$ cat src/rtl/vws_pkg.sv
package vws_pkg;

    typedef enum logic [1:0] {
        ST_IDLE   = 2'd0,
        ST_SHIFT  = 2'd1,
        ST_CSWAIT = 2'd2,
        ST_GAP    = 2'd3
    } vws_state_e;

    localparam int ADDR_W = 3;
    localparam logic [ADDR_W-1:0] A_CTRLA = 3'd0;
    localparam logic [ADDR_W-1:0] A_CTRLB = 3'd1;
    localparam logic [ADDR_W-1:0] A_STAT  = 3'd2;
    localparam logic [ADDR_W-1:0] A_DATA  = 3'd3;
    localparam logic [ADDR_W-1:0] A_HOLD  = 3'd4;

    localparam int CA_SPEED_LSB = 20;
    localparam int CA_ENABLE    = 11;
    localparam int CA_IN_RISE   = 10;
    localparam int CA_FLUSH     = 9;
    localparam int CA_OUT_RISE  = 8;
    localparam int CA_CPOL      = 7;
    localparam int CB_IE_TXE    = 7;
    localparam int CB_IE_IDLE   = 6;

endpackage

$ cat src/rtl/vws_fifo.sv
module vws_fifo #(
    parameter int W     = 32,
    parameter int DEPTH = 4
) (
    input  logic                         clk,
    input  logic                         rst_n,
    input  logic                         flush,
    input  logic                         push,
    input  logic [W-1:0]                 din,
    input  logic                         pop,
    output logic [W-1:0]                 dout,
    output logic [$clog2(DEPTH+1)-1:0]   level,
    output logic                         full,
    output logic                         empty
);
    localparam int AW = (DEPTH > 1) ? $clog2(DEPTH) : 1;
    localparam int LW = $clog2(DEPTH + 1);

    logic [W-1:0]  mem [DEPTH];
    logic [AW-1:0] wp_q, rp_q;
    logic [LW-1:0] cnt_q;
    logic          do_push, do_pop;

    assign full    = (cnt_q == LW'(DEPTH));
    assign empty   = (cnt_q == '0);
    assign do_push = push && !full;
    assign do_pop  = pop && !empty;
    assign dout    = mem[rp_q];
    assign level   = cnt_q;

    always_ff @(posedge clk) begin
        if (do_push && !flush) mem[wp_q] <= din;
    end

    always_ff @(posedge clk or negedge rst_n) begin
        if (!rst_n) begin
            wp_q  <= '0;
            rp_q  <= '0;
            cnt_q <= '0;
        end else if (flush) begin
            wp_q  <= '0;
            rp_q  <= '0;
            cnt_q <= '0;
        end else begin
            if (do_push) wp_q <= (wp_q == AW'(DEPTH-1)) ? '0 : wp_q + 1'b1;
            if (do_pop)  rp_q <= (rp_q == AW'(DEPTH-1)) ? '0 : rp_q + 1'b1;
            if (do_push && !do_pop)      cnt_q <= cnt_q + 1'b1;
            else if (do_pop && !do_push) cnt_q <= cnt_q - 1'b1;
        end
    end
endmodule

$ cat src/rtl/vws_engine.sv
module vws_engine
    import vws_pkg::*;
#(
    parameter int DATA_W  = 24,
    parameter int LEN_W   = 8,
    parameter int SPEED_W = 12,
    parameter int CNT_W   = 6
) (
    input  logic                    clk,
    input  logic                    rst_n,
    input  logic                    clear,
    input  logic                    enable,
    input  logic [SPEED_W-1:0]      speed,
    input  logic                    cpol,
    input  logic                    in_rise,
    input  logic                    out_rise,
    input  logic                    tx_valid,
    input  logic [LEN_W+DATA_W-1:0] tx_word,
    input  logic                    tx_hold,
    output logic                    tx_pop,
    input  logic                    miso,
    output logic                    sck,
    output logic                    mosi,
    output logic                    cs_n,
    output logic                    rx_push,
    output logic [DATA_W-1:0]       rx_word,
    output logic                    busy,
    output logic                    shifting,
    output logic                    gapping,
    output logic [CNT_W-1:0]        bitcnt
);
    localparam int WORD_W = LEN_W + DATA_W;

    vws_state_e        st_q, st_d;
    logic [SPEED_W-1:0] div_q;
    logic              phase_q, sck_q, csn_q, hold_q;
    logic [CNT_W-1:0]  bits_q, nbits_q, eff_len;
    logic [DATA_W-1:0] txsh_q, rxsh_q, rx_next;
    logic [LEN_W-1:0]  len_f;
    logic              div_hit, edge_now, rise_now, cap_now, done, start;

    assign len_f    = tx_word[WORD_W-1 -: LEN_W];
    assign eff_len  = (len_f == '0 || len_f > LEN_W'(DATA_W)) ? CNT_W'(DATA_W)
                                                             : len_f[CNT_W-1:0];
    assign div_hit  = (div_q == speed);
    assign edge_now = (st_q == ST_SHIFT) && div_hit;
    assign rise_now = ~sck_q;
    assign cap_now  = edge_now && (rise_now == in_rise);
    assign done     = edge_now && phase_q && ((bits_q + CNT_W'(1)) == nbits_q);
    assign start    = (st_q == ST_IDLE) && enable && tx_valid;
    assign rx_next  = cap_now ? {rxsh_q[DATA_W-2:0], miso} : rxsh_q;

    assign tx_pop   = start && !clear;
    assign rx_push  = done && !clear;
    assign rx_word  = rx_next;
    assign sck      = sck_q;
    assign mosi     = txsh_q[DATA_W-1];
    assign cs_n     = csn_q;
    assign busy     = (st_q != ST_IDLE);
    assign shifting = (st_q == ST_SHIFT);
    assign gapping  = (st_q == ST_GAP);
    assign bitcnt   = bits_q;

    always_comb begin
        st_d = st_q;
        unique case (st_q)
            ST_IDLE:   if (start) st_d = ST_SHIFT;
            ST_SHIFT:  if (done) st_d = hold_q ? ST_GAP : ST_CSWAIT;
            ST_CSWAIT: if (div_hit && phase_q) st_d = ST_GAP;
            ST_GAP:    if (div_q == SPEED_W'(1)) st_d = ST_IDLE;
        endcase
    end

    always_ff @(posedge clk or negedge rst_n) begin
        if (!rst_n)     st_q <= ST_IDLE;
        else if (clear) st_q <= ST_IDLE;
        else            st_q <= st_d;
    end

    always_ff @(posedge clk or negedge rst_n) begin
        if (!rst_n) begin
            div_q   <= '0;
            phase_q <= 1'b0;
            sck_q   <= 1'b0;
            csn_q   <= 1'b1;
            hold_q  <= 1'b0;
            bits_q  <= '0;
            nbits_q <= '0;
            txsh_q  <= '0;
            rxsh_q  <= '0;
        end else if (clear) begin
            div_q   <= '0;
            phase_q <= 1'b0;
            sck_q   <= cpol;
            csn_q   <= 1'b1;
            bits_q  <= '0;
        end else begin
            unique case (st_q)
                ST_IDLE: begin
                    sck_q   <= cpol;
                    div_q   <= '0;
                    phase_q <= 1'b0;
                    if (start) begin
                        txsh_q  <= tx_word[DATA_W-1:0];
                        rxsh_q  <= '0;
                        nbits_q <= eff_len;
                        hold_q  <= tx_hold;
                        bits_q  <= '0;
                        csn_q   <= 1'b0;
                    end
                end
                ST_SHIFT: begin
                    if (div_hit) begin
                        div_q   <= '0;
                        sck_q   <= ~sck_q;
                        phase_q <= ~phase_q;
                        rxsh_q  <= rx_next;
                        if (rise_now == out_rise) txsh_q <= txsh_q << 1;
                        if (phase_q) bits_q <= bits_q + 1'b1;
                    end else begin
                        div_q <= div_q + 1'b1;
                    end
                end
                ST_CSWAIT: begin
                    sck_q <= cpol;
                    if (div_hit) begin
                        div_q   <= '0;
                        phase_q <= ~phase_q;
                        if (phase_q) csn_q <= 1'b1;
                    end else begin
                        div_q <= div_q + 1'b1;
                    end
                end
                ST_GAP: begin
                    sck_q <= cpol;
                    div_q <= div_q + 1'b1;
                end
            endcase
        end
    end
endmodule

$ cat src/rtl/vws_master.sv
module vws_master
    import vws_pkg::*;
#(
    parameter int DEPTH   = 4,
    parameter int DATA_W  = 24,
    parameter int LEN_W   = 8,
    parameter int SPEED_W = 12
) (
    input  logic        clk,
    input  logic        rst_n,
    input  logic        bus_wr,
    input  logic        bus_rd,
    input  logic [2:0]  bus_addr,
    input  logic [31:0] bus_wdata,
    output logic [31:0] bus_rdata,
    output logic        sck,
    output logic        mosi,
    input  logic        miso,
    output logic        cs_n,
    output logic        irq
);
    localparam int WORD_W = LEN_W + DATA_W;
    localparam int LVL_W  = $clog2(DEPTH + 1);
    localparam int CNT_W  = $clog2(DATA_W + 1);

    logic [31:0]        ca_q, cb_q;
    logic               flush, tx_push, tx_pop, rx_push, rx_pop;
    logic               tx_full, tx_empty, rx_full, rx_empty;
    logic [LVL_W-1:0]   tx_lvl, rx_lvl;
    logic [WORD_W:0]    tx_dout;
    logic [DATA_W-1:0]  rx_din, rx_dout;
    logic               busy, shifting, gapping;
    logic [CNT_W-1:0]   bitcnt;
    logic               enable, cpol;

    assign enable  = ca_q[CA_ENABLE];
    assign cpol    = ca_q[CA_CPOL];
    assign flush   = bus_wr && (bus_addr == A_CTRLA) && bus_wdata[CA_FLUSH];
    assign tx_push = bus_wr && ((bus_addr == A_DATA) || (bus_addr == A_HOLD));
    assign rx_pop  = bus_rd && (bus_addr == A_DATA);

    always_ff @(posedge clk or negedge rst_n) begin
        if (!rst_n) begin
            ca_q <= '0;
            cb_q <= '0;
        end else if (bus_wr) begin
            if (bus_addr == A_CTRLA) ca_q <= bus_wdata & ~(32'd1 << CA_FLUSH);
            if (bus_addr == A_CTRLB) cb_q <= bus_wdata;
        end
    end

    vws_fifo #(.W(WORD_W + 1), .DEPTH(DEPTH)) tx_fifo_i (
        .clk(clk), .rst_n(rst_n), .flush(flush),
        .push(tx_push), .din({bus_addr == A_HOLD, bus_wdata[WORD_W-1:0]}),
        .pop(tx_pop), .dout(tx_dout), .level(tx_lvl),
        .full(tx_full), .empty(tx_empty)
    );

    vws_fifo #(.W(DATA_W), .DEPTH(DEPTH)) rx_fifo_i (
        .clk(clk), .rst_n(rst_n), .flush(flush),
        .push(rx_push), .din(rx_din),
        .pop(rx_pop), .dout(rx_dout), .level(rx_lvl),
        .full(rx_full), .empty(rx_empty)
    );

    vws_engine #(.DATA_W(DATA_W), .LEN_W(LEN_W), .SPEED_W(SPEED_W), .CNT_W(CNT_W)) eng_i (
        .clk(clk), .rst_n(rst_n), .clear(flush), .enable(enable),
        .speed(ca_q[CA_SPEED_LSB +: SPEED_W]), .cpol(cpol),
        .in_rise(ca_q[CA_IN_RISE]), .out_rise(ca_q[CA_OUT_RISE]),
        .tx_valid(!tx_empty), .tx_word(tx_dout[WORD_W-1:0]), .tx_hold(tx_dout[WORD_W]),
        .tx_pop(tx_pop), .miso(miso), .sck(sck), .mosi(mosi), .cs_n(cs_n),
        .rx_push(rx_push), .rx_word(rx_din), .busy(busy),
        .shifting(shifting), .gapping(gapping), .bitcnt(bitcnt)
    );

    assign irq = (cb_q[CB_IE_TXE] && tx_empty) || (cb_q[CB_IE_IDLE] && !busy);

    always_comb begin
        bus_rdata = '0;
        unique case (bus_addr)
            A_CTRLA: bus_rdata = ca_q;
            A_CTRLB: bus_rdata = cb_q;
            A_STAT:  bus_rdata = {8'(tx_lvl), 8'(rx_lvl), 5'd0, tx_full, tx_empty,
                                  rx_full, rx_empty, busy, 6'(bitcnt)};
            A_DATA, A_HOLD: bus_rdata = rx_empty ? 32'd0 : 32'(rx_dout);
            default: bus_rdata = '0;
        endcase
    end
endmodule

$ cat config.mk
export PLATFORM = sky130hd
export DESIGN_NAME = vws_master
export DESIGN_NICKNAME = d
export VERILOG_FILES = /design/src/rtl/vws_pkg.sv /design/src/rtl/vws_fifo.sv /design/src/rtl/vws_engine.sv /design/src/rtl/vws_master.sv
export SDC_FILE = /design/constraint.sdc
export NUM_CORES = 1
export LEC_CHECK = 0
export BUFFER_PORTS_ARGS = -buffer_cell sky130_fd_sc_hd__buf_2
export CORE_ASPECT_RATIO = 0.5
export CORE_MARGIN = 2
export CORE_UTILIZATION = 55
export DETAILED_ROUTE_END_ITERATION = 7
export PLACE_DENSITY = 0.73
export SLEW_MARGIN = 15
export SYNTH_ARGS = -nofsm -noshare
export SYNTH_HDL_FRONTEND = slang
export SYNTH_SLANG_ARGS = --single-unit
$ cat constraint.sdc
create_clock -name clk -period 7.1 [get_ports clk]
set_clock_uncertainty 0.05 [all_clocks]
set_input_delay 1.42 -clock clk [delete_from_list [all_inputs] [get_ports clk]]
set_output_delay 1.42 -clock clk [all_outputs]
set_load 0.1 [all_outputs]
---- Word level (Yosys, flattened, before mapping) ----
Memory sizes are Yosys's and may differ from the RTL's.
Cells that the tools add are included.
storage, ports and cells
  register bits ........................... 153
  RAM bits ................................ 228
  bits of input ports ..................... 40
  output and inout bits ................... 36
  logic and storage cells ................. 189
  memories kept ........................... 2
cells by class
  add/subtract/negate cells ............... 10
  $lt $le $gt $ge ......................... 1
  equal/unequal tests ..................... 30
  multiplexer cells ....................... 59
  bitwise gates (word level) .............. 3
  reductions and logical operators ........ 66
memories
  name           depth  width  rd ports  clocked after Yosys merged registers in  wr ports  RTL line        RTL
  tx_fifo_i.mem  4      33     1         0                                        1         vws_fifo.sv:19  logic [W-1:0] mem [DEPTH];
  rx_fifo_i.mem  4      24     1         0                                        1         vws_fifo.sv:19
operator list
  cell                                                   count
  two-way mux 24 bit                                     7
  one-hot mux 32 bit (4 select lines)                    1
  one-hot mux 24 bit (2 select lines)                    2
  one-hot mux 12 bit (3 select lines)                    1
  two-way mux 2 bit                                      17
  logical AND 1 bit                                      25
  two-way mux 5 bit                                      5
  two-way mux 12 bit                                     2
  two-way mux 3 bit                                      6
  AND reduction 4 bit                                    4
  != test 3 x 1 -> 1 bit (second input constant)         5
  nonzero test 3 bit                                     5
  two-way mux 1 bit                                      13
  adder 12 x 1 -> 12 bit (second input constant)         1
  equality test 12 x 1 -> 1 bit (second input constant)  1
  equality test 12 bit                                   1
  equality test 2 bit (second input constant)            6
  != test 3 x 2 -> 1 bit (second input constant)         4
  nonzero test 2 bit                                     6
  logical NOT 1 bit                                      10
  one-hot mux 5 bit (2 select lines)                     1
  equality test 3 bit (second input constant)            3
  logical NOT 3 bit                                      3
  adder 2 x 1 -> 2 bit (second input constant)           4
  other kinds (22)                                       36

---- Logic depth before layout (Yosys ltp) ----
Gate-level depths: netlist (run 1).
  depth in word-level cells ............... 11
  gate-level depth with buffers ........... 11
  depth with buffers taken out ............ 10

---- Cells and area by module ----
A second synthesis (run 1) with hierarchy kept.
second synthesis, totals
  cells, all modules ...................... 1173
  area total of the unflattened synthesis .. 17175.2 µm²
modules (own cells, without submodules)
  module                times used  cells an instance  area each (µm²)  seq. area each (µm²)
  vws_fifo (tx_fifo_i)  1           234                5325.1           4139.0
  vws_engine            1           499                4560.6           1903.1
  vws_fifo (rx_fifo_i)  1           187                4036.4           3057.9
  vws_master            1           253                3253.1           1576.5

---- Worst setup path before layout (run 1) ----
Ideal clock, no wire load.
  kind .................................... in2out
  from .................................... input port bus_addr[1]
  to ...................................... output port bus_rdata[13]
  data arrival time ....................... 4.605 ns
  required time ........................... 5.630 ns
  slack ................................... 1.025 ns
  cell stages on the path ................. 6
  path buffers ............................ 2
  path through ............................ buf_2 -> nor3b_1 -> o21bai_1 -> nand2_1 -> clkbuf_1 -> o21ai_0
on the way
  cells in the longest elaborated chain, start to end .. 3
  elaborated cells between the ends (all ways) .. 7
  classes of those cells .................. 4 x eq/ne; 1 x mux; 2 x reduce/logical
RTL lines
  element                              RTL line          RTL
  start: declaration                   vws_master.sv:13  input logic [2:0] bus_addr,
  equality test 3 bit                  -
  net tx_fifo_i.din[32]                vws_fifo.sv:9     input logic [W-1:0] din,
  OR reduction 2 bit                   vws_master.sv:80  unique case (bus_addr)
  one-hot mux 32 bit (4 select lines)  vws_master.sv:80
  end: declaration                     vws_master.sv:15  output logic [31:0] bus_rdata,
The timed path passes the listed nets, and every way through them passes these cells.

---- Worst setup path after layout (run 1) ----
  from .................................... input port bus_addr[2]
  to ...................................... output port bus_rdata[3]
Same word-level chain as after synthesis.

==> Flow_metrics.wiki, run 1 <==
{| class="wikitable"
! Metric !! Value
|-
| Number of nets in the synthesized netlist || about 1100
|-
| Crit path DAT || 4010 ps
|-
| Number of fill cells in the layout || approximately 2100
|-
| Async set or reset register ratio after synthesis || between 40% and 50%
|-
| Maximum count of clock buffers along a single path || 3
|-
| Drt first pass iters || 5
|-
| Area of all placed cells without fillers || 18200 um^2
|-
| Deepest level of the CTS H-tree || 2
|-
| Core occupancy in the finished layout || 62.6%
|-
| Clock-pin slew reported for the worst setup and hold paths after clock tree synthesis || around 60 ps
|-
| Area share of and/or/nand/nor cells after synthesis || under 10%
|-
| Synthesized-area fraction occupied by adder cells || around 1.9%
|-
| Total chip power || roughly 6.5 mW
|-
| Worst setup slack for register-to-register paths || around 3800 ps
|-
| Post-place setup slack || 1690 ps
|-
| Post-CTS Hold Buffers || 0
|-
| Die X || approximately 250 um
|-
| Share of the yosys chip area belonging to registers || 65.6%
|-
| Vias in the first global route || approximately 9000
|-
| Sequential fraction of design power || between 40 and 50%
|-
| Fraction of synthesized cell area taken by the top area cell type || roughly 42%
|-
| Crit path to || bus_rdata[3]
|-
| Post-synth top area cell || edfxtp_1
|-
| Core Area || 29100 um^2
|-
| Relative slew margins || about 32%
|-
| Setup Crit Path Kind || in2out
|-
| Path class of the lowest-slack min-delay path || reg2reg
|-
| Critical path launch point type || input pin
|-
| Run status || finished, final reports clean
|-
| Top FF cell, synth || edfxtp_1
|-
| Share of the synthesized netlist area taken by xor and xnor gates || between 1.5 and 2%
|-
| Final setup violation count || 0
|-
| Clock sink count || between 300 and 400
|-
| Die Outline Area || 31100 um^2
|-
| Mean number of vias per cell || 5.97
|-
| Number of instances in the placed design || about 1500
|-
| Critical path peak fanout || 23
|-
| Syn. warnings || 0
|-
| Pin slew with the least headroom to its limit || ~1000 ps
|-
| Mean instance size in the synthesized netlist || around 16 um^2
|-
| Capturing element type of the critical path || primary output
|-
| Slew Limit Fails || 0
|-
| Startpoint of the worst-slack reg-to-reg timing path || eng_i.bitcnt[0]$_DFFE_PN0P_
|-
| Number of placed I/O pins || 76
|-
| Int Pwr || ~4.4 mW
|-
| Register bit count reported by yosys || between 300 and 400
|-
| Power density of the placed cells || 355 nW/um^2
|-
| Ratio of final minimum period to clock period || 77.2%
|-
| Number of buffer cells added on primary ports || 75
|-
| Insertion delay to the later sink of the worst-skew pair || 520 ps
|-
| Cell count after synthesis || ~1000
|-
| Endpoint of the most critical register-to-register path || rx_fifo_i.level[2]$_DFFE_PN0P_
|-
| Master cell of the clock root buffer || clkbuf_16
|-
| Post-CTS Repair Setup Buffers || 0
|-
| DRC viols || 0
|-
| Post-place instance area || ~17000 um^2
|-
| Initial cell density of the core || 56.0%
|-
| Via count || a little over 9000
|-
| RD Place Congestion || ~0.88
|-
| Number of clock buffers inserted by TritonCTS || 35
|-
| Dominant combinational cell family by area after synthesis || multiplexers
|-
| Wirelength per Cell || around 23 um
|-
| Leading cell types by total area after synthesis || edfxtp_1, dfrtp_1, mux4_2, mux2_2, mux2i_1
|-
| Number of enable-type register cells in the synthesized netlist || 228
|-
| Setup TNS || 0 ps
|-
| Net switching power || ~2.1 mW
|-
| Fraction of layout cells with a size suffix above 1 || about a quarter
|-
| Compound-gate portion of the synthesized area || approximately 6.4%
|-
| Post-route antenna net violation count || 0
|-
| RSZ-0062 raised after global routing || false
|-
| Netlist Area Pre-Place || between 15000 and 20000 um^2
|-
| Static Leakage || 7.30 nW
|-
| Startpoint of the most critical setup path || bus_addr[2]
|-
| GRT Overall Usage || a little under a quarter
|-
| Final setup slack of the worst path || 1620 ps
|-
| Worst VDD drop || between 0.15 and 0.2 mV
|-
| Clk network pwr share || 30.5%
|-
| Aggregate global routing overflow || 0
|-
| Proportion of power drawn by combinational gates || roughly a quarter
|-
| Number of gates resized after CTS || 0
|-
| Worst Path Required || approximately 5600 ps
|-
| Distinct cell type count after synthesis || 59
|-
| Violation count after the first detailed-route iteration || 817
|-
| Most frequent standard cell in the layout excluding fill and tap cells || edfxtp_1
|-
| Hold slack || 433 ps
|-
| First-pass GRT wire length || about 55000 um
|-
| Die Y || 126 um
|-
| Switching power share of the total || a little under a third
|-
| Achievable clock frequency || around 180 MHz
|-
| DRT Wirelength || roughly 35000 um
|-
| Antenna violations before repair || 4
|-
| Hold violation total from the final report || 0
|-
| Leading cell types in the layout, fill and taps excluded || edfxtp_1, dfrtp_1, mux2_2
|-
| Multiplexer area fraction after synthesis || between 10% and 20%
|-
| Sum of net half-perimeters after detailed placement || around 23000 um
|-
| Number of nets in the layout || around 1200
|-
| Non-filler cells in the finished layout || about 1500
|-
| Placement Rows || between 40 and 50
|-
| CTS tree || built
|-
| Largest net degree at the start of global routing || approximately 100
|-
| Final Critical Period || 5480 ps
|-
| Synth-to-Final Area Change || 11.9%
|-
| Register-to-Register Path Depth || 10
|-
| Number of max-cap violations || 0
|}
metal layers:
| layer | part of all wire (%) | routed length, um | vias to the layer above | global-route usage, % |
|---|---|---|---|---|
| li1 | - | - | 4095 | - |
| met1 | 44 | 15500 | 4763 | 34.7 |
| met2 | 47 | 16500 | 269 | 35.6 |
| met3 | 6.2 | 2180 | 50 | 4.50 |
| met4 | 2.4 | 851 | 0 | 7.19 |
| met5 | 0 | 0 | - | 0 |
power by group through the flow:
stage | registers [mW] | clock network (mW) | logic, mW
5_1_grt | 2.85 | 2.10 | 1.82
3_5_place_dp | 2.86 | 0 | 1.69
4_1_cts | 2.82 | 2.01 | 1.69
3_3_place_gp | 2.85 | 0 | 1.64
6_report | 2.82 | 1.97 | 1.68
2_1_floorplan | 2.81 | 0 | 1.31
cell type report:
cell class | count | area [um^2] | area share (%)
clock inverters | 14 | 189 | 1.04
repair buffers | 96 | 539 | 2.96
inverters | 42 | 158 | 0.866
flip-flops and latches | 381 | 10700 | 58.6
multi-input cells | 562 | 5140 | 28.2
well taps | 391 | 489 | 2.69
diodes | 2 | 5.00 | 0.0275
clock buffers | 49 | 1010 | 5.56
worst min-delay path by stage:
stage / startpoint / end / slack [ps] / cells past startpoint
finish: eng_i.txsh_q[23]$_DFFE_PN0P_ / eng_i.txsh_q[23]$_DFFE_PN0P_ / 430 / 2
global route: eng_i.txsh_q[23]$_DFFE_PN0P_ / eng_i.txsh_q[23]$_DFFE_PN0P_ / 460 / 2
CTS: eng_i.txsh_q[17]$_DFFE_PN0P_ / eng_i.txsh_q[17]$_DFFE_PN0P_ / 440 / 2
detailed placement: eng_i.txsh_q[17]$_DFFE_PN0P_ / eng_i.txsh_q[17]$_DFFE_PN0P_ / 430 / 2
global placement: eng_i.txsh_q[12]$_DFFE_PN0P_ / eng_i.txsh_q[12]$_DFFE_PN0P_ / 410 / 2
floorplan: eng_i.txsh_q[10]$_DFFE_PN0P_ / eng_i.txsh_q[10]$_DFFE_PN0P_ / 400 / 2
synth_stat cells (5+ instances only):
library cell	instances
inv_1	41
a31oi_1	15
nand3_1	9
nand2_1	41
or3_1	5
mux2_2	90
and3_1	9
o31ai_1	6
a22o_1	34
a22oi_1	13
o22ai_1	12
ha_1	21
mux4_2	54
nor2_1	53
mux2i_1	40
edfxtp_1	228
a21oi_1	13
nand4_1	5
xnor2_1	22
xor2_1	12
o21ai_0	41
nor3_1	10
nand2b_1	5
buf_2	25
clkbuf_1	21
and2_1	10
dfrtp_1	152
state kept, by name (all words and copies together), names as in the netlist:
| register | count |
|---|---|
| eng_i.phase_q | 1 |
| rx_fifo_i.wp_q | 2 |
| cb_q | 32 |
| tx_fifo_i.mem | 132 |
| eng_i.rxsh_q | 24 |
| eng_i.cs_n | 1 |
| tx_fifo_i.rp_q | 2 |
| eng_i.bitcnt | 5 |
| rx_fifo_i.rp_q | 2 |
| eng_i.txsh_q | 24 |
| tx_fifo_i.wp_q | 2 |
| eng_i.sck | 1 |
| rx_fifo_i.level | 3 |
| eng_i.nbits_q | 5 |
| eng_i.st_q | 2 |
| tx_fifo_i.level | 3 |
| eng_i.hold_q | 1 |
| eng_i.div_q | 12 |
| rx_fifo_i.mem | 96 |
| ca_q | 31 |
kinds of logic (layout without fill, tap and decap cells):
group | count (synthesis) | in the layout
compound gates | 152 | 152
fa+ha+maj | 23 | 23
buf+inv | 100 | 201
other cells | 0 | 2
xor+xnor | 35 | 35
simple gates | 166 | 166
flops | 381 | 381
mux | 186 | 186
critical path: stages:
cell and delay (ps):
buf_2 360, nor3b_1 680, o21bai_1 220, nand2_1 480, o22ai_1 370, buf_2 470
(Power assumes the default switching activity.)
==> run 2: changes to the inputs <==
clock period = 5.1 ns   (was 7.1 ns; I/O delays follow)
==> Flow_metrics.wiki, run 2 (synthesized netlist as in run 1, its figures left out) <==
{| class="wikitable"
! Metric !! Value
|-
| Run status || finished, final reports clean
|-
| Insertion delay to the later sink of the worst-skew pair || 520 ps (about the same)
|-
| Static Leakage || 7.31 nW (about the same)
|-
| Die X || 247 um (unchanged)
|-
| Post-place setup slack || 749 ps (-939 ps)
|-
| Clk network pwr share || 29.7% (-0.8 points)
|-
| Number of instances in the placed design || 1475 (+0.20%)
|-
| Pin slew with the least headroom to its limit || 990 ps (-25.4 ps)
|-
| Worst VDD drop || 0.273 mV (+71%)
|-
| Number of nets in the layout || 1183 (+0.17%)
|-
| DRT Wirelength || 35400 um (+1.1%)
|-
| Setup Crit Path Kind || in2out
|-
| Largest net degree at the start of global routing || 88 (-14%)
|-
| Wirelength per Cell || 23.0 um (+1.1%)
|-
| Relative slew margins || 33.8% (+1.5 points)
|-
| Via count || 9235 (+0.63%)
|-
| Leading cell types in the layout, fill and taps excluded || edfxtp_1, dfrtp_1, mux2_2
|-
| Post-CTS Repair Setup Buffers || 0 (unchanged)
|-
| Violation count after the first detailed-route iteration || 851 (+4.2%)
|-
| Mean number of vias per cell || 6.01 (+0.63%)
|-
| Initial cell density of the core || 56.0% (unchanged)
|-
| Critical path launch point type || input pin
|-
| Power density of the placed cells || 489 nW/um^2 (+37%)
|-
| Sequential fraction of design power || 43.7% (+0.2 points)
|-
| Post-route antenna net violation count || 0 (unchanged)
|-
| DRC viols || 0 (unchanged)
|-
| CTS tree || built
|-
| Int Pwr || 6.03 mW (+37%)
|-
| Die Outline Area || 31100 um^2 (unchanged)
|-
| Deepest level of the CTS H-tree || 2 (unchanged)
|-
| Hold slack || 428 ps (-5.10 ps)
|-
| Worst setup slack for register-to-register paths || 1880 ps (-1960 ps)
|-
| Capturing element type of the critical path || primary output
|-
| Number of placed I/O pins || 76 (unchanged)
|-
| Largest reg by FF count || tx_fifo_i.mem
|-
| Final setup violation count || 0 (unchanged)
|-
| RSZ-0062 raised after global routing || false
|-
| Clock sink count || 381 (unchanged)
|-
| Master cell of the clock root buffer || clkbuf_16
|-
| First-pass GRT wire length || 54600 um (about the same)
|-
| Slew Limit Fails || 0 (unchanged)
|-
| Non-filler cells in the finished layout || 1537 (unchanged)
|-
| Number of buffer cells added on primary ports || 75 (unchanged)
|-
| Total chip power || 8.90 mW (+38%)
|-
| Aggregate global routing overflow || 0 (unchanged)
|-
| Die Y || 126 um (unchanged)
|-
| Setup TNS || 0 ps (unchanged)
|-
| Core Area || 29100 um^2 (unchanged)
|-
| Worst Path Required || 4030 ps (-1600 ps)
|-
| Ratio of final minimum period to clock period || ~86%
|-
| Number of gates resized after CTS || 0 (unchanged)
|-
| Post-CTS Hold Buffers || 0 (unchanged)
|-
| Net switching power || 2.87 mW (+39%)
|-
| Clock-pin slew reported for the worst setup and hold paths after clock tree synthesis || 70 ps (about the same)
|-
| Vias in the first global route || 9313 (+0.39%)
|-
| Flip-flop count of the largest register after layout || 132 (unchanged)
|-
| Largest registers || tx_fifo_i.mem x132, rx_fifo_i.mem x96, cb_q x32
|-
| RD Place Congestion || 0.921 (+5.2%)
|-
| Critical path peak fanout || 23 (unchanged)
|-
| Crit path DAT || 3340 ps (-670 ps)
|-
| Path class of the lowest-slack min-delay path || reg2reg
|-
| Number of fill cells in the layout || 2085 (-1.2%)
|-
| Number of max-cap violations || 0 (unchanged)
|-
| Fraction of layout cells with a size suffix above 1 || 26.9% (+0.50 points)
|-
| Final Critical Period || between 4000 and 5000 ps
|-
| Synth-to-Final Area Change || 12.0% (about the same)
|-
| Proportion of power drawn by combinational gates || 26.6% (+0.7 points)
|-
| Achievable clock frequency || roughly 230 MHz
|-
| Most frequent standard cell in the layout excluding fill and tap cells || edfxtp_1
|-
| Final setup slack of the worst path || 694 ps (-927 ps)
|-
| Post-place instance area || 17100 um^2 (+0.38%)
|-
| Number of clock buffers inserted by TritonCTS || 34 (-2.9%)
|-
| Maximum count of clock buffers along a single path || 3 (unchanged)
|-
| Antenna violations before repair || 3 (-1)
|-
| Placement Rows || 44 (unchanged)
|-
| Hold violation total from the final report || 0 (unchanged)
|-
| Core occupancy in the finished layout || 62.7% (about the same)
|-
| GRT Overall Usage || 23.5% (+0.068 points)
|-
| Switching power share of the total || 32.3% (+0.31 points)
|-
| Sum of net half-perimeters after detailed placement || 23100 um (-0.35%)
|-
| Drt first pass iters || 5 (unchanged)
|-
| Area of all placed cells without fillers || 18200 um^2 (about the same)
|}
==> run 2: changes by cell type in the layout (fill, tap and decap cells not counted), sizes merged <==
cell	before	now
bufinv	5	3
buf	96	99
diode	2	1
==> run 2: area by class of cell <==
class | instances | area (um^2) | share of cell area, %
flip-flops and latches | 381 | 10700 | 58.6
multi-input cells | 562 | 5140 | 28.2
clock buffers | 49 | 1010 | 5.55
repair buffers | 99 | 599 | 3.29
well taps | 391 | 489 | 2.69
inverters | 42 | 158 | 0.865
clock inverters | 12 | 136 | 0.749
diodes | 1 | 2.50 | 0.0137
==> run 2: power by group through the flow <==
stage	logic, mW	clock network, mW	registers [mW]
after floorplan	1.82	0	3.91
after global placement	2.31	0	3.93
after detailed placement	2.37	0	3.94
after CTS	2.38	2.68	3.89
after global routing	2.57	2.79	3.93
final	2.37	2.64	3.89
==> run 2: worst max-delay path, cell delays in order <==
cell and delay (ps):
buf_2 370, nor3b_1 240, buf_4 180, o21bai_1 130, nand2_1 500, o21ai_0 400
buf_2 480
==> run 2: path summary, 6_finish.rpt <==
path                                              startpoint                             end  depth (start not counted)
worst max-delay path                             bus_addr[2]                   bus_rdata[22]                          7
worst max register to register   eng_i.bitcnt[0]$_DFFE_PN0P_  rx_fifo_i.level[2]$_DFFE_PN0P_                         10
min in group asynchronous                              rst_n    eng_i.rxsh_q[10]$_DFFE_PN0P_                          1
max in group asynchronous                              rst_n    eng_i.txsh_q[14]$_DFFE_PN0P_                          2
worst min register to register  eng_i.txsh_q[23]$_DFFE_PN0P_    eng_i.txsh_q[23]$_DFFE_PN0P_                          2
worst min-delay path            eng_i.txsh_q[23]$_DFFE_PN0P_    eng_i.txsh_q[23]$_DFFE_PN0P_                          2
==> run 2: per-layer routing <==
layer  track usage, %  part of all wire [%]  wire length (um)  vias up
met5                0                     0                 0        -
met2             36.4                    47             16700      278
li1                 -                     -                 -     4108
met4             8.17                   3.2              1150        0
met1             33.6                    43             15300     4779
met3             4.77                   6.5              2290       70
==> run 3: changes to the inputs <==
ABC_AREA = 1   (was unset)
BUFFER_PORTS_ARGS = unset   (was -buffer_cell sky130_fd_sc_hd__buf_2)
CTS_CLUSTER_SIZE = 25   (was unset)
DONT_BUFFER_PORTS = 1   (was unset)
PLACE_DENSITY = 0.7   (was 0.73)
==> Flow_metrics.wiki, run 3 <==
{| class="wikitable"
! Metric !! Value
|-
| Core occupancy in the finished layout || 62.9% (+0.18 points)
|-
| Relative slew margins || 19.2% (-15 points)
|-
| Mean instance size in the synthesized netlist || 10.1 um^2 (-36%)
|-
| GRT Overall Usage || 25.9% (+2.5 points)
|-
| Proportion of power drawn by combinational gates || 31.9% (+5.3 points)
|-
| Master cell of the clock root buffer || clkbuf_16
|-
| Pin slew with the least headroom to its limit || 1210 ps (+223 ps)
|-
| Wirelength per Cell || 19.6 um (-15%)
|-
| Syn. warnings || 0 (unchanged)
|-
| Largest reg by FF count || tx_fifo_i.mem
|-
| Drt first pass iters || 5 (unchanged)
|-
| Register bit count reported by yosys || 381 (unchanged)
|-
| Net switching power || 3.65 mW (+27%)
|-
| Number of clock buffers inserted by TritonCTS || 31 (-8.8%)
|-
| Critical path peak fanout || 26 (+13%)
|-
| Aggregate global routing overflow || 0 (unchanged)
|-
| Placement Rows || 44 (unchanged)
|-
| Number of nets in the layout || 1720 (+45%)
|-
| Largest net degree at the start of global routing || 154 (+75%)
|-
| Ratio of final minimum period to clock period || 80.1% (-6.3 points)
|-
| Power density of the placed cells || 515 nW/um^2 (+5.5%)
|-
| Ant diodes || 0 (-1)
|-
| DRT Wirelength || 40600 um (+15%)
|-
| Worst Path Required || 4030 ps (about the same)
|-
| Via count || 11800 (+28%)
|-
| Core Area || 29300 um^2 (+0.95%)
|-
| Netlist Area Pre-Place || 16600 um^2 (+2.0%)
|-
| Leading cell types in the layout, fill and taps excluded || nand2_1, edfxtp_1, o21ai_0
|-
| Achievable clock frequency || 245 MHz (+7.9%)
|-
| Async set or reset register ratio after synthesis || 40.2% (unchanged)
|-
| RD Place Congestion || 0.920 (-0.14%)
|-
| Number of fill cells in the layout || 2288 (+9.7%)
|-
| Most crowded layer after global routing || met2
|-
| Sum of net half-perimeters after detailed placement || 26500 um (+15%)
|-
| Number of enable-type register cells in the synthesized netlist || 228 (unchanged)
|-
| Top FF cell, synth || edfxtp_1
|-
| Number of max-cap violations || 0 (unchanged)
|-
| Met3 demand-to-capacity share in global routing || 4.74% (-0.034 points)
|-
| Global-route track usage on met2 || 41.4% (+5.0 points)
|-
| Final Critical Period || 4080 ps (-322 ps)
|-
| Cell count after synthesis || 1649 (+58%)
|-
| Setup TNS || 0 ps (unchanged)
|-
| Most frequent standard cell in the layout excluding fill and tap cells || nand2_1
|-
| Sequential fraction of design power || 41.5% (-2.2 points)
|-
| Fraction of layout cells with a size suffix above 1 || 10.4% (-16 points)
|-
| Post-CTS Hold Buffers || 0 (unchanged)
|-
| Synth-to-Final Area Change || 11.2%
|-
| First-pass GRT wire length || 63100 um (+16%)
|-
| Number of placed I/O pins || 76 (unchanged)
|-
| Slew Limit Fails || 0 (unchanged)
|-
| Crit path DAT || 3010 ps (-330 ps)
|-
| Clk network pwr share || 26.5% (-3.2 points)
|-
| Switching power share of the total || 38.4% (+6.1 points)
|-
| Setup Crit Path Kind || reg2out
|-
| Final setup violation count || 0 (unchanged)
|-
| Die Y || 127 um (+0.94%)
|-
| Die X || 250 um (+0.96%)
|-
| Path class of the lowest-slack min-delay path || in2async
|-
| RSZ-0062 raised after global routing || false
|-
| Vias in the first global route || 11200 (+20%)
|-
| Number of gates resized after CTS || 0 (unchanged)
|-
| Int Pwr || 5.86 mW (-2.9%)
|-
| Distinct cell type count after synthesis || 40 (-32%)
|-
| Clock sink count || 381 (unchanged)
|-
| DRC viols || 0 (unchanged)
|-
| Antenna violations before repair || 0 (-3)
|-
| Area of all placed cells without fillers || 18400 um^2 (+1.2%)
|-
| Capturing element type of the critical path || primary output
|-
| Post-route antenna net violation count || 0 (unchanged)
|-
| Post-synth top area cell || edfxtp_1
|-
| Number of buffer cells added on primary ports || 0 (-100%)
|-
| Most common library cells after synthesis || nand2_1, edfxtp_1, o21ai_0, dfrtp_1, nor2_1
|-
| Register-to-Register Path Depth || 12 (+2)
|-
| Share of the yosys chip area belonging to registers || 64.4% (-1.3 points)
|-
| Violation count after the first detailed-route iteration || 1304 (+53%)
|-
| Insertion delay to the later sink of the worst-skew pair || 600 ps (+80 ps)
|-
| Largest registers || tx_fifo_i.mem x132, rx_fifo_i.mem x96, cb_q x32
|-
| Run status || finished, final reports clean
|-
| Global routing met1 resource utilization || 37.4% (+3.8 points)
|-
| CTS tree || built
|-
| Flip-flop count of the largest register after layout || 132 (unchanged)
|-
| Fraction of synthesized cell area taken by the top area cell type || 41.3% (-0.81 points)
|-
| Post-place instance area || 17400 um^2 (+1.8%)
|-
| Static Leakage || 7.55 nW (+3.3%)
|-
| Worst VDD drop || 0.321 mV (+18%)
|-
| Die Outline Area || 31600 um^2 (+1.9%)
|-
| Deepest level of the CTS H-tree || 1 (-1)
|-
| Number of nets in the synthesized netlist || 1712 (+55%)
|-
| Critical path launch point type || flop
|-
| Mean number of vias per cell || 5.71 (-4.9%)
|-
| Maximum count of clock buffers along a single path || 3 (unchanged)
|-
| Post-CTS Repair Setup Buffers || 0 (unchanged)
|-
| Hold violation total from the final report || 0 (unchanged)
|-
| Clock-pin slew reported for the worst setup and hold paths after clock tree synthesis || 70 ps (about the same)
|-
| Top-count cell post-synth || nand2_1
|-
| Initial cell density of the core || 56.5% (+0.56 points)
|-
| Leading cell types by total area after synthesis || edfxtp_1, dfrtp_1, nand2_1, o21ai_0, nor2_1
|}
run 3: cell types whose count changed in the layout (fill, tap and decap cells not counted), moves of 22 or more:
cell     previous run  this run
buf_4              21        43
nand3_1             9        52
mux2_2             90         0
o21ai_1             2        29
mux2i_1            40         0
nand2_1            41       402
inv_1              41       146
a22o_1             34         1
nor2_1             53       139
buf_2              74         0
o22ai_1            12        49
o21ai_0            40       213
mux4_2             54         0
run 3: cell families (layout without fill, tap and decap cells):
| family | count (synthesis) | after routing | synth area share (%) |
|---|---|---|---|
| flops | 381 | 381 | 64.4 |
| xor+xnor | 10 | 10 | 0.528 |
| buf+inv | 230 | 263 | 5.54 |
| compound gates | 341 | 341 | 11.3 |
| simple gates | 664 | 664 | 16.4 |
| fa+ha+maj | 23 | 23 | 1.83 |
run 3: final cells by class:
class                           count  area (um^2)  area share, %
Multi-Input combinational cell   1038         5080           27.5
Clock inverter                     14          168          0.909
Timing Repair Buffer               51          543           2.94
Sequential cell                   381        10700           57.9
Clock buffer                       44          907           4.92
Inverter                          154          578           3.13
Tap cell                          391          489           2.65
run 3: power groups by stage:
| stage | combinational, mW | clock (mW) | sequential, mW |
|---|---|---|---|
| global route | 3.33 | 2.67 | 3.98 |
| CTS | 3.02 | 2.55 | 3.94 |
| detailed placement | 3.00 | 0 | 4.00 |
| finish | 3.03 | 2.52 | 3.94 |
| floorplan | 2.21 | 0 | 3.91 |
| global placement | 2.93 | 0 | 3.98 |
run 3: worst paths after layout:
path,startpoint,endpoint,slack (ps)
min,rst_n,eng_i.rxsh_q[15]$_DFFE_PN0P_,80
min in group clk,eng_i.txsh_q[8]$_DFFE_PN0P_,eng_i.txsh_q[8]$_DFFE_PN0P_,440
min reg2reg,eng_i.txsh_q[8]$_DFFE_PN0P_,eng_i.txsh_q[8]$_DFFE_PN0P_,440
max in group asynchronous,rst_n,tx_fifo_i.rp_q[0]$_DFFE_PN0P_,4570
max reg2reg,eng_i.st_q[1]$_DFFE_PN0P_,rx_fifo_i.level[1]$_DFFE_PN0P_,1970
max,rx_fifo_i.rp_q[1]$_DFFE_PN0P_,bus_rdata[22],1020
run 3: layer usage:
metal	wire length [um]	up-vias
met2	18500	412
met3	2870	65
met4	943	0
met5	0	-
li1	-	5557
met1	18300	5807
run 3: worst max-delay path: stages (launching register included):
cell      delay [ps]
dfrtp_1          360
buf_4            230
inv_1            650
o21ai_0          220
o22ai_1          370
nand2_1          140
o211ai_1         230
buf_16           220
run 3: through the flow:
| stage | cells | setup slack (ps) | hold WS [ps] | power (mW) |
|---|---|---|---|---|
| finish | 2073 | 1020 | 83.0 | 9.50 |
| global route | 2073 | 868 | 61.3 | 9.98 |
| CTS | 2073 | 1000 | 63.6 | 9.51 |
| detailed placement | 2015 | 1180 | 421 | 7.00 |
| global placement | 2015 | 1220 | 402 | 6.91 |
| floorplan | 1649 | 387 | 384 | 6.12 |
